<file path="src/rtl/dbgx_pkg.sv">
// Shared types for the debug transfer chains.
package dbgx_pkg;
    // Kind of transfer the current chain selection stands for.
    typedef enum logic [1:0] {
        XF_NONE = 2'd0,
        XF_ITR  = 2'd1,
        XF_H2C  = 2'd2,
        XF_C2H  = 2'd3
    } xfer_e;
endpackage

</file>
<file path="src/rtl/dbgx_shifter.sv">
// Capture/shift register for one scan chain.
// Assumes LSB-first shifting; tdo is bit 0 of the register.
module dbgx_shifter #(
    parameter int LEN = 33
) (
    input  logic           clk,
    input  logic           rst_n,
    input  logic           capture,
    input  logic           shift,
    input  logic [LEN-1:0] cap_val,
    input  logic           si,
    output logic           so,
    output logic [LEN-1:0] par
);
    logic [LEN-1:0] sh_q;

    // Load the capture value or shift one bit toward bit 0.
    always_ff @(posedge clk) begin
        if (!rst_n)       sh_q <= '0;
        else if (capture) sh_q <= cap_val;
        else if (shift)   sh_q <= {si, sh_q[LEN-1:1]};
    end

    assign so  = sh_q[0];
    assign par = sh_q;
endmodule

</file>
<file path="src/rtl/dbgx_exec_ctl.sv">
// Opcode register and execute trigger.
// Fires once per idle entry after an accepted scan; busy until the core acks.
module dbgx_exec_ctl #(
    parameter int WORD_W = 32
) (
    input  logic              clk,
    input  logic              rst_n,
    input  logic              run_idle,
    input  logic              arm_set,
    input  logic              arm_clr,
    input  logic              load_instr,
    input  logic [WORD_W-1:0] instr_in,
    input  logic              exec_en,
    input  logic              exec_ack,
    output logic [WORD_W-1:0] instr,
    output logic              exec_req,
    output logic              busy
);
    logic idle_q, arm_q, have_q;
    logic idle_entry, fire;

    assign idle_entry = run_idle && !idle_q;
    assign fire       = idle_entry && arm_q && have_q && exec_en && !busy;

    // Track the previous idle level for edge detection.
    always_ff @(posedge clk) begin
        if (!rst_n) idle_q <= 1'b0;
        else        idle_q <= run_idle;
    end

    // Pending trigger: set by an accepted update, consumed by any idle entry or new capture.
    always_ff @(posedge clk) begin
        if (!rst_n)                      arm_q <= 1'b0;
        else if (idle_entry || arm_clr)  arm_q <= 1'b0;
        else if (arm_set)                arm_q <= 1'b1;
    end

    // Opcode register and loaded flag.
    always_ff @(posedge clk) begin
        if (!rst_n) begin
            instr  <= '0;
            have_q <= 1'b0;
        end else if (load_instr) begin
            instr  <= instr_in;
            have_q <= 1'b1;
        end
    end

    // Execute strobe and busy tracking.
    always_ff @(posedge clk) begin
        if (!rst_n) begin
            exec_req <= 1'b0;
            busy     <= 1'b0;
        end else begin
            exec_req <= fire;
            if (fire)          busy <= 1'b1;
            else if (exec_ack) busy <= 1'b0;
        end
    end
endmodule

</file>
<file path="src/rtl/dbgx_dtr_regs.sv">
// Host-to-core and core-to-host data words with full flags.
// Assumes loads arrive only when empty and drains only when full.
module dbgx_dtr_regs #(
    parameter int WORD_W = 32
) (
    input  logic              clk,
    input  logic              rst_n,
    input  logic              h2c_load,
    input  logic [WORD_W-1:0] h2c_in,
    input  logic              h2c_take,
    output logic [WORD_W-1:0] h2c_data,
    output logic              h2c_full,
    input  logic              c2h_wr,
    input  logic [WORD_W-1:0] c2h_wdata,
    input  logic              c2h_drain,
    output logic [WORD_W-1:0] c2h_word,
    output logic              c2h_full
);
    // Host-to-core word: loaded by the scan, emptied by the core.
    always_ff @(posedge clk) begin
        if (!rst_n) begin
            h2c_data <= '0;
            h2c_full <= 1'b0;
        end else if (h2c_load) begin
            h2c_data <= h2c_in;
            h2c_full <= 1'b1;
        end else if (h2c_take) begin
            h2c_full <= 1'b0;
        end
    end

    // Core-to-host word: written by the core when empty, emptied by a ready capture.
    always_ff @(posedge clk) begin
        if (!rst_n) begin
            c2h_word <= '0;
            c2h_full <= 1'b0;
        end else if (c2h_wr && !c2h_full) begin
            c2h_word <= c2h_wdata;
            c2h_full <= 1'b1;
        end else if (c2h_drain) begin
            c2h_full <= 1'b0;
        end
    end
endmodule

</file>
<file path="src/rtl/dbg_xfer_chains.sv">
// Instruction chain and data chain behind a debug TAP.
// Assumes TAP strobes and chain number are synchronous to clk and stable per scan.
module dbg_xfer_chains #(
    parameter int WORD_W    = 32,
    parameter int CHAIN_W   = 4,
    parameter int ITR_CHAIN = 4,
    parameter int DTR_CHAIN = 5
) (
    input  logic               clk,
    input  logic               rst_n,
    input  logic               tdi,
    input  logic               st_capture_dr,
    input  logic               st_shift_dr,
    input  logic               st_update_dr,
    input  logic               st_run_idle,
    input  logic [CHAIN_W-1:0] dr_chain,
    input  logic               dtr_to_core,
    input  logic               dtr_from_core,
    input  logic               exec_en,
    output logic               tdo,
    output logic [WORD_W-1:0]  instr,
    output logic               exec_req,
    input  logic               exec_ack,
    output logic [WORD_W-1:0]  h2c_data,
    output logic               h2c_full,
    input  logic               h2c_take,
    input  logic [WORD_W-1:0]  c2h_wdata,
    input  logic               c2h_wr,
    output logic               c2h_full
);
    import dbgx_pkg::*;

    localparam int ITR_LEN = WORD_W + 1;
    localparam int DTR_LEN = WORD_W + 2;

    xfer_e kind;
    logic  sel_itr, sel_dtr, ready_now, rdy_q, busy, accept;
    logic  [WORD_W-1:0]  c2h_word;
    logic  [ITR_LEN-1:0] itr_cap, itr_par;
    logic  [DTR_LEN-1:0] dtr_cap, dtr_par;
    logic  itr_so, dtr_so;

    assign sel_itr = (dr_chain == CHAIN_W'(ITR_CHAIN));
    assign sel_dtr = (dr_chain == CHAIN_W'(DTR_CHAIN));

    // Decode the transfer kind from chain and direction.
    always_comb begin
        kind = XF_NONE;
        if (sel_itr)                                   kind = XF_ITR;
        else if (sel_dtr && dtr_to_core && !dtr_from_core) kind = XF_H2C;
        else if (sel_dtr && dtr_from_core && !dtr_to_core) kind = XF_C2H;
    end

    // Ready for the current selection.
    always_comb begin
        unique case (kind)
            XF_ITR:  ready_now = !busy;
            XF_H2C:  ready_now = !busy && !h2c_full;
            XF_C2H:  ready_now = !busy && c2h_full;
            default: ready_now = 1'b0;
        endcase
    end

    // Remember Ready as seen at capture.
    always_ff @(posedge clk) begin
        if (!rst_n)             rdy_q <= 1'b0;
        else if (st_capture_dr) rdy_q <= ready_now;
    end

    assign accept  = st_update_dr && rdy_q && (kind != XF_NONE);
    assign itr_cap = {ready_now, {WORD_W{1'b0}}};
    assign dtr_cap = {!ready_now, ready_now,
                      (kind == XF_C2H) ? c2h_word : {WORD_W{1'b0}}};

    dbgx_shifter #(.LEN(ITR_LEN)) u_itr_sh (
        .clk(clk), .rst_n(rst_n),
        .capture(st_capture_dr && sel_itr), .shift(st_shift_dr && sel_itr),
        .cap_val(itr_cap), .si(tdi), .so(itr_so), .par(itr_par)
    );

    dbgx_shifter #(.LEN(DTR_LEN)) u_dtr_sh (
        .clk(clk), .rst_n(rst_n),
        .capture(st_capture_dr && sel_dtr), .shift(st_shift_dr && sel_dtr),
        .cap_val(dtr_cap), .si(tdi), .so(dtr_so), .par(dtr_par)
    );

    assign tdo = sel_itr ? itr_so : (sel_dtr ? dtr_so : 1'b0);

    dbgx_exec_ctl #(.WORD_W(WORD_W)) u_exec (
        .clk(clk), .rst_n(rst_n), .run_idle(st_run_idle),
        .arm_set(accept), .arm_clr(st_capture_dr && (sel_itr || sel_dtr)),
        .load_instr(accept && kind == XF_ITR), .instr_in(itr_par[WORD_W-1:0]),
        .exec_en(exec_en), .exec_ack(exec_ack),
        .instr(instr), .exec_req(exec_req), .busy(busy)
    );

    dbgx_dtr_regs #(.WORD_W(WORD_W)) u_dtr (
        .clk(clk), .rst_n(rst_n),
        .h2c_load(accept && kind == XF_H2C), .h2c_in(dtr_par[WORD_W-1:0]),
        .h2c_take(h2c_take), .h2c_data(h2c_data), .h2c_full(h2c_full),
        .c2h_wr(c2h_wr), .c2h_wdata(c2h_wdata),
        .c2h_drain(st_capture_dr && kind == XF_C2H && ready_now),
        .c2h_word(c2h_word), .c2h_full(c2h_full)
    );
endmodule

</file>
<file path="config.mk">
export PLATFORM = sky130hd
export DESIGN_NAME = dbg_xfer_chains
export DESIGN_NICKNAME = d
export VERILOG_FILES = /design/src/rtl/dbgx_pkg.sv /design/src/rtl/dbgx_shifter.sv /design/src/rtl/dbgx_exec_ctl.sv /design/src/rtl/dbgx_dtr_regs.sv /design/src/rtl/dbg_xfer_chains.sv
export SDC_FILE = /design/constraint.sdc
export NUM_CORES = 1
export LEC_CHECK = 0
export ABC_AREA = 0
export BUFFER_PORTS_ARGS = -buffer_cell sky130_fd_sc_hd__buf_2
export CELL_PAD_IN_SITES_DETAIL_PLACEMENT = 0
export CELL_PAD_IN_SITES_GLOBAL_PLACEMENT = 1
export CORE_ASPECT_RATIO = 0.75
export CORE_UTILIZATION = 38
export CTS_BUF_LIST = sky130_fd_sc_hd__clkbuf_16
export CTS_CLUSTER_SIZE = 16
export DETAILED_ROUTE_END_ITERATION = 16
export HOLD_SLACK_MARGIN = 0.08
export PLACE_DENSITY = 0.78
export SLEW_MARGIN = 20
export SYNTH_ARGS = -nofsm -noshare
export SYNTH_HDL_FRONTEND = slang
export SYNTH_SLANG_ARGS = --single-unit
export TNS_END_PERCENT = 30
</file>
<file path="constraint.sdc">
create_clock -name clk -period 2.19 [get_ports clk]
set_clock_uncertainty 0.2 [all_clocks]
set_input_delay 0.219 -clock clk [delete_from_list [all_inputs] [get_ports clk]]
set_output_delay 0.219 -clock clk [all_outputs]
set_load 0.05 [all_outputs]
</file>
==> results.cfg <==
[cells_and_area]
final_common_cell = nand2_1
num_antenna_cells = 0
drive_gt1_share_pct = 18.8
fin_nets = 984
final_cell_mix = nand2_1, dfxtp_1, a21oi_1
synthToLayoutAreaGrowth_pct = 28.5
stdcell_count = 1158

[min_path]
hold_depth = 3
hp-class = in2reg
hold-path-endpoint = u_itr_sh.par[32]$_SDFFE_PN0P_
worstHoldStart = dr_chain[3]

[yosys]
syn_area_per_cell_sq_um = 8.03
yosys_warnings = 0
synth-async-reset-ratio_pct = 0
seq_area_frac_synth_pct = 52.8
yosysUniqueCellTypes = 37
yosys_register_bits = 171
synth_top_area_share_pct = 52.8
synth_edf_count = 0
synth_top_cell_by_area = dfxtp_1
syn_area_sq_um = 6480
synth_area_leaders = dfxtp_1, nand2_1, a21oi_1, nand3_1, o21ai_1
syn_nets = 856
syn_inst = 807
ys.flop_type = dfxtp_1

[pwr]
p_clk_share_pct = 49.3
finalPower_mw = 7.02
p_leak_nw = 3.27
power_frac_comb_pct = 5.1
power_density_nw_per_um2 = 843
power.internal_mw = 5.48
vdd_drop_max_mv = 0.504
swShare_pct = 21.9
seq_power_share_pct = 45.6
p_switching_mw = 1.53

[die]
die-height_microns = 115
core-area_sq_um = 16300
ios = 117
rows = 40
die_area_sq_um = 17600
die_w_microns = 153
start_util_pct = 39.7

[clock_tree]
cts_buffers = 17
postCtsHoldBufs = 40
cts_root_buffer = clkbuf_16
clockBufferDepth = 2
cts.sinks = 171
cts_tree = done
insertion_delay_ps = 420
cts_resized = 0
cts_htree_levels = 4
post_cts_buffers = 0
clk_pin_slew_worst_paths_ps = 70

[critical_path]
crit_family = simple AND/OR/NAND/NOR gates
slowest_stage = a311oi_1
ff2ff_path_depth = 4
critical_path_arrival_ps = 1900
crit_type = reg2reg
required_ps = 2330
startpoint_type = flop
path_max_fanout = 3
timing.rr.start = u_dtr.h2c_full$_SDFFE_PN0P_
crit_buf_inv = 0
crit_chain = or3b_1, a311oi_1, mux2i_1, nor2_1
rr_endpoint = rdy_q$_SDFFE_PN0P_
slowest_delay_ps = 470
cp-end-kind = flop
rrSetupSlack_ps = 430

[sta]
setup_violations = 0
fin_hold_ws_ps = 107
rsz0062_at_grt = no
timing.final.crit_period_ps = 1760
hold_viol = 0
fin_ws_ps = 430
setup_tns_ps = 0
relSlewSlack_pct = 57.6
worstMarginPinSlew_ps = 635
slew_viol_final = 0
fmax_mhz = 568
fin_crit_sh_pct = 80.4

[placement]
dp_hpwl_microns = 9920
port_buffers = 116
place_ws_ps = 329
gp_congestion = 0.739
dpl.cell_count = 1086

[routing]
drc = 7
first_pass_iters = 10
vias = 5625
ant_nets = 0
wire_per_inst_microns = 13.7
wl_microns = 15800
initialDrtViolationCount = 495
viasPerCell = 4.86

[global_route]
grt_pass1_wl_microns = 26000
grt_pass1_vias = 5027
grt_max_degree = 69
track_usage_pct = 18.7
grt_antenna_before_repair = 2
grt-ovfl-total = 0

[status]
failed_checks = design-rule violations
outcome = finished, violations left

[flow_run]
cap_violations = 0
## Yosys cell counts (2+ instances only)
library cell and n:
buf_2 15, a21oi_1 132, dfxtp_1 171, mux2i_1 2, and2_1 2, inv_1 5, buf_4 9, nand3b_1 2
o21ai_0 44, nor2b_1 34, nor2_1 9, nand2_1 199, buf_1 4, nand3_1 65, buf_6 3, clkbuf_1 36
o21ai_1 54, nor3_2 2
## flip-flops by register name (all words and copies together), names as in the netlist, 32 cells and up
| signal | count |
|---|---|
| u_itr_sh.par | 33 |
| u_exec.instr | 32 |
| u_dtr.c2h_word | 32 |
| u_dtr.h2c_data | 32 |
| u_dtr_sh.par | 34 |
## power groups by stage
stage	logic [mW]	clock network [mW]	registers [mW]
final	0.359	3.46	3.20
after detailed placement	0.305	0	3.27
after CTS	0.361	3.53	3.20
after global placement	0.303	0	3.27
after global routing	0.400	3.70	3.20
after floorplan	0.185	0	3.26
## worst min-delay path: stages
cell      delay (ps)
buf_2            130
nor4b_4           60
a221oi_1         250
## worst max path at each step
stage                                     start                        endpoint  slack (ps)  depth (start not counted)
floorplan           u_dtr.h2c_full$_SDFFE_PN0P_              rdy_q$_SDFFE_PN0P_         460                          4
global placement                    dr_chain[1]  u_dtr.h2c_data[9]$_SDFFE_PN0P_         340                          6
detailed placement                  dr_chain[1]  u_dtr.h2c_data[7]$_SDFFE_PN0P_         330                          6
CTS                 u_dtr.h2c_full$_SDFFE_PN0P_              rdy_q$_SDFFE_PN0P_         430                          4
global route        u_dtr.h2c_full$_SDFFE_PN0P_              rdy_q$_SDFFE_PN0P_         340                          4
finish              u_dtr.h2c_full$_SDFFE_PN0P_              rdy_q$_SDFFE_PN0P_         430                          4
## through the flow
step / utilization (%) / instance area (sq um)
floorplan: - / 6480
global route: 51.0 / 8320
global placement: 44.4 / 7240
finish: 51.0 / 8320
CTS: 51.0 / 8320
detailed placement: 44.4 / 7240
## logic make-up (layout without fill, tap and decap cells)
logic type             Yosys count  after routing  share of synthesized area (%)
AND/OR/NAND/NOR                321            321                           22.5
buffers and inverters           74            215                           5.47
AO/OA/AOI/OAI                  238            238                           18.8
XOR/XNOR                         1              1                          0.135
flip-flops                     171            171                           52.8
multiplexers                     2              2                          0.309
## final cells by class
| type | count | area [sq um] |
|---|---|---|
| clock inverter | 15 | 259 |
| inverter | 6 | 22.5 |
| multi-input combinational | 562 | 2740 |
| timing repair buffer | 177 | 1190 |
| clock buffer | 17 | 425 |
| tap | 210 | 263 |
| sequential | 171 | 3420 |
| fill | 1613 | 7990 |
## layer usage
| metal | track usage [%] | vias up | wire [microns] |
|---|---|---|---|
| li1 | - | 2978 | - |
| met1 | 26.9 | 2549 | 8360 |
| met2 | 27.5 | 81 | 6700 |
| met3 | 5.39 | 13 | 647 |
| met4 | 4.24 | 4 | 97 |
| met5 | 0 | - | 27 |
Note: power is estimated with default switching activity, not from simulation.
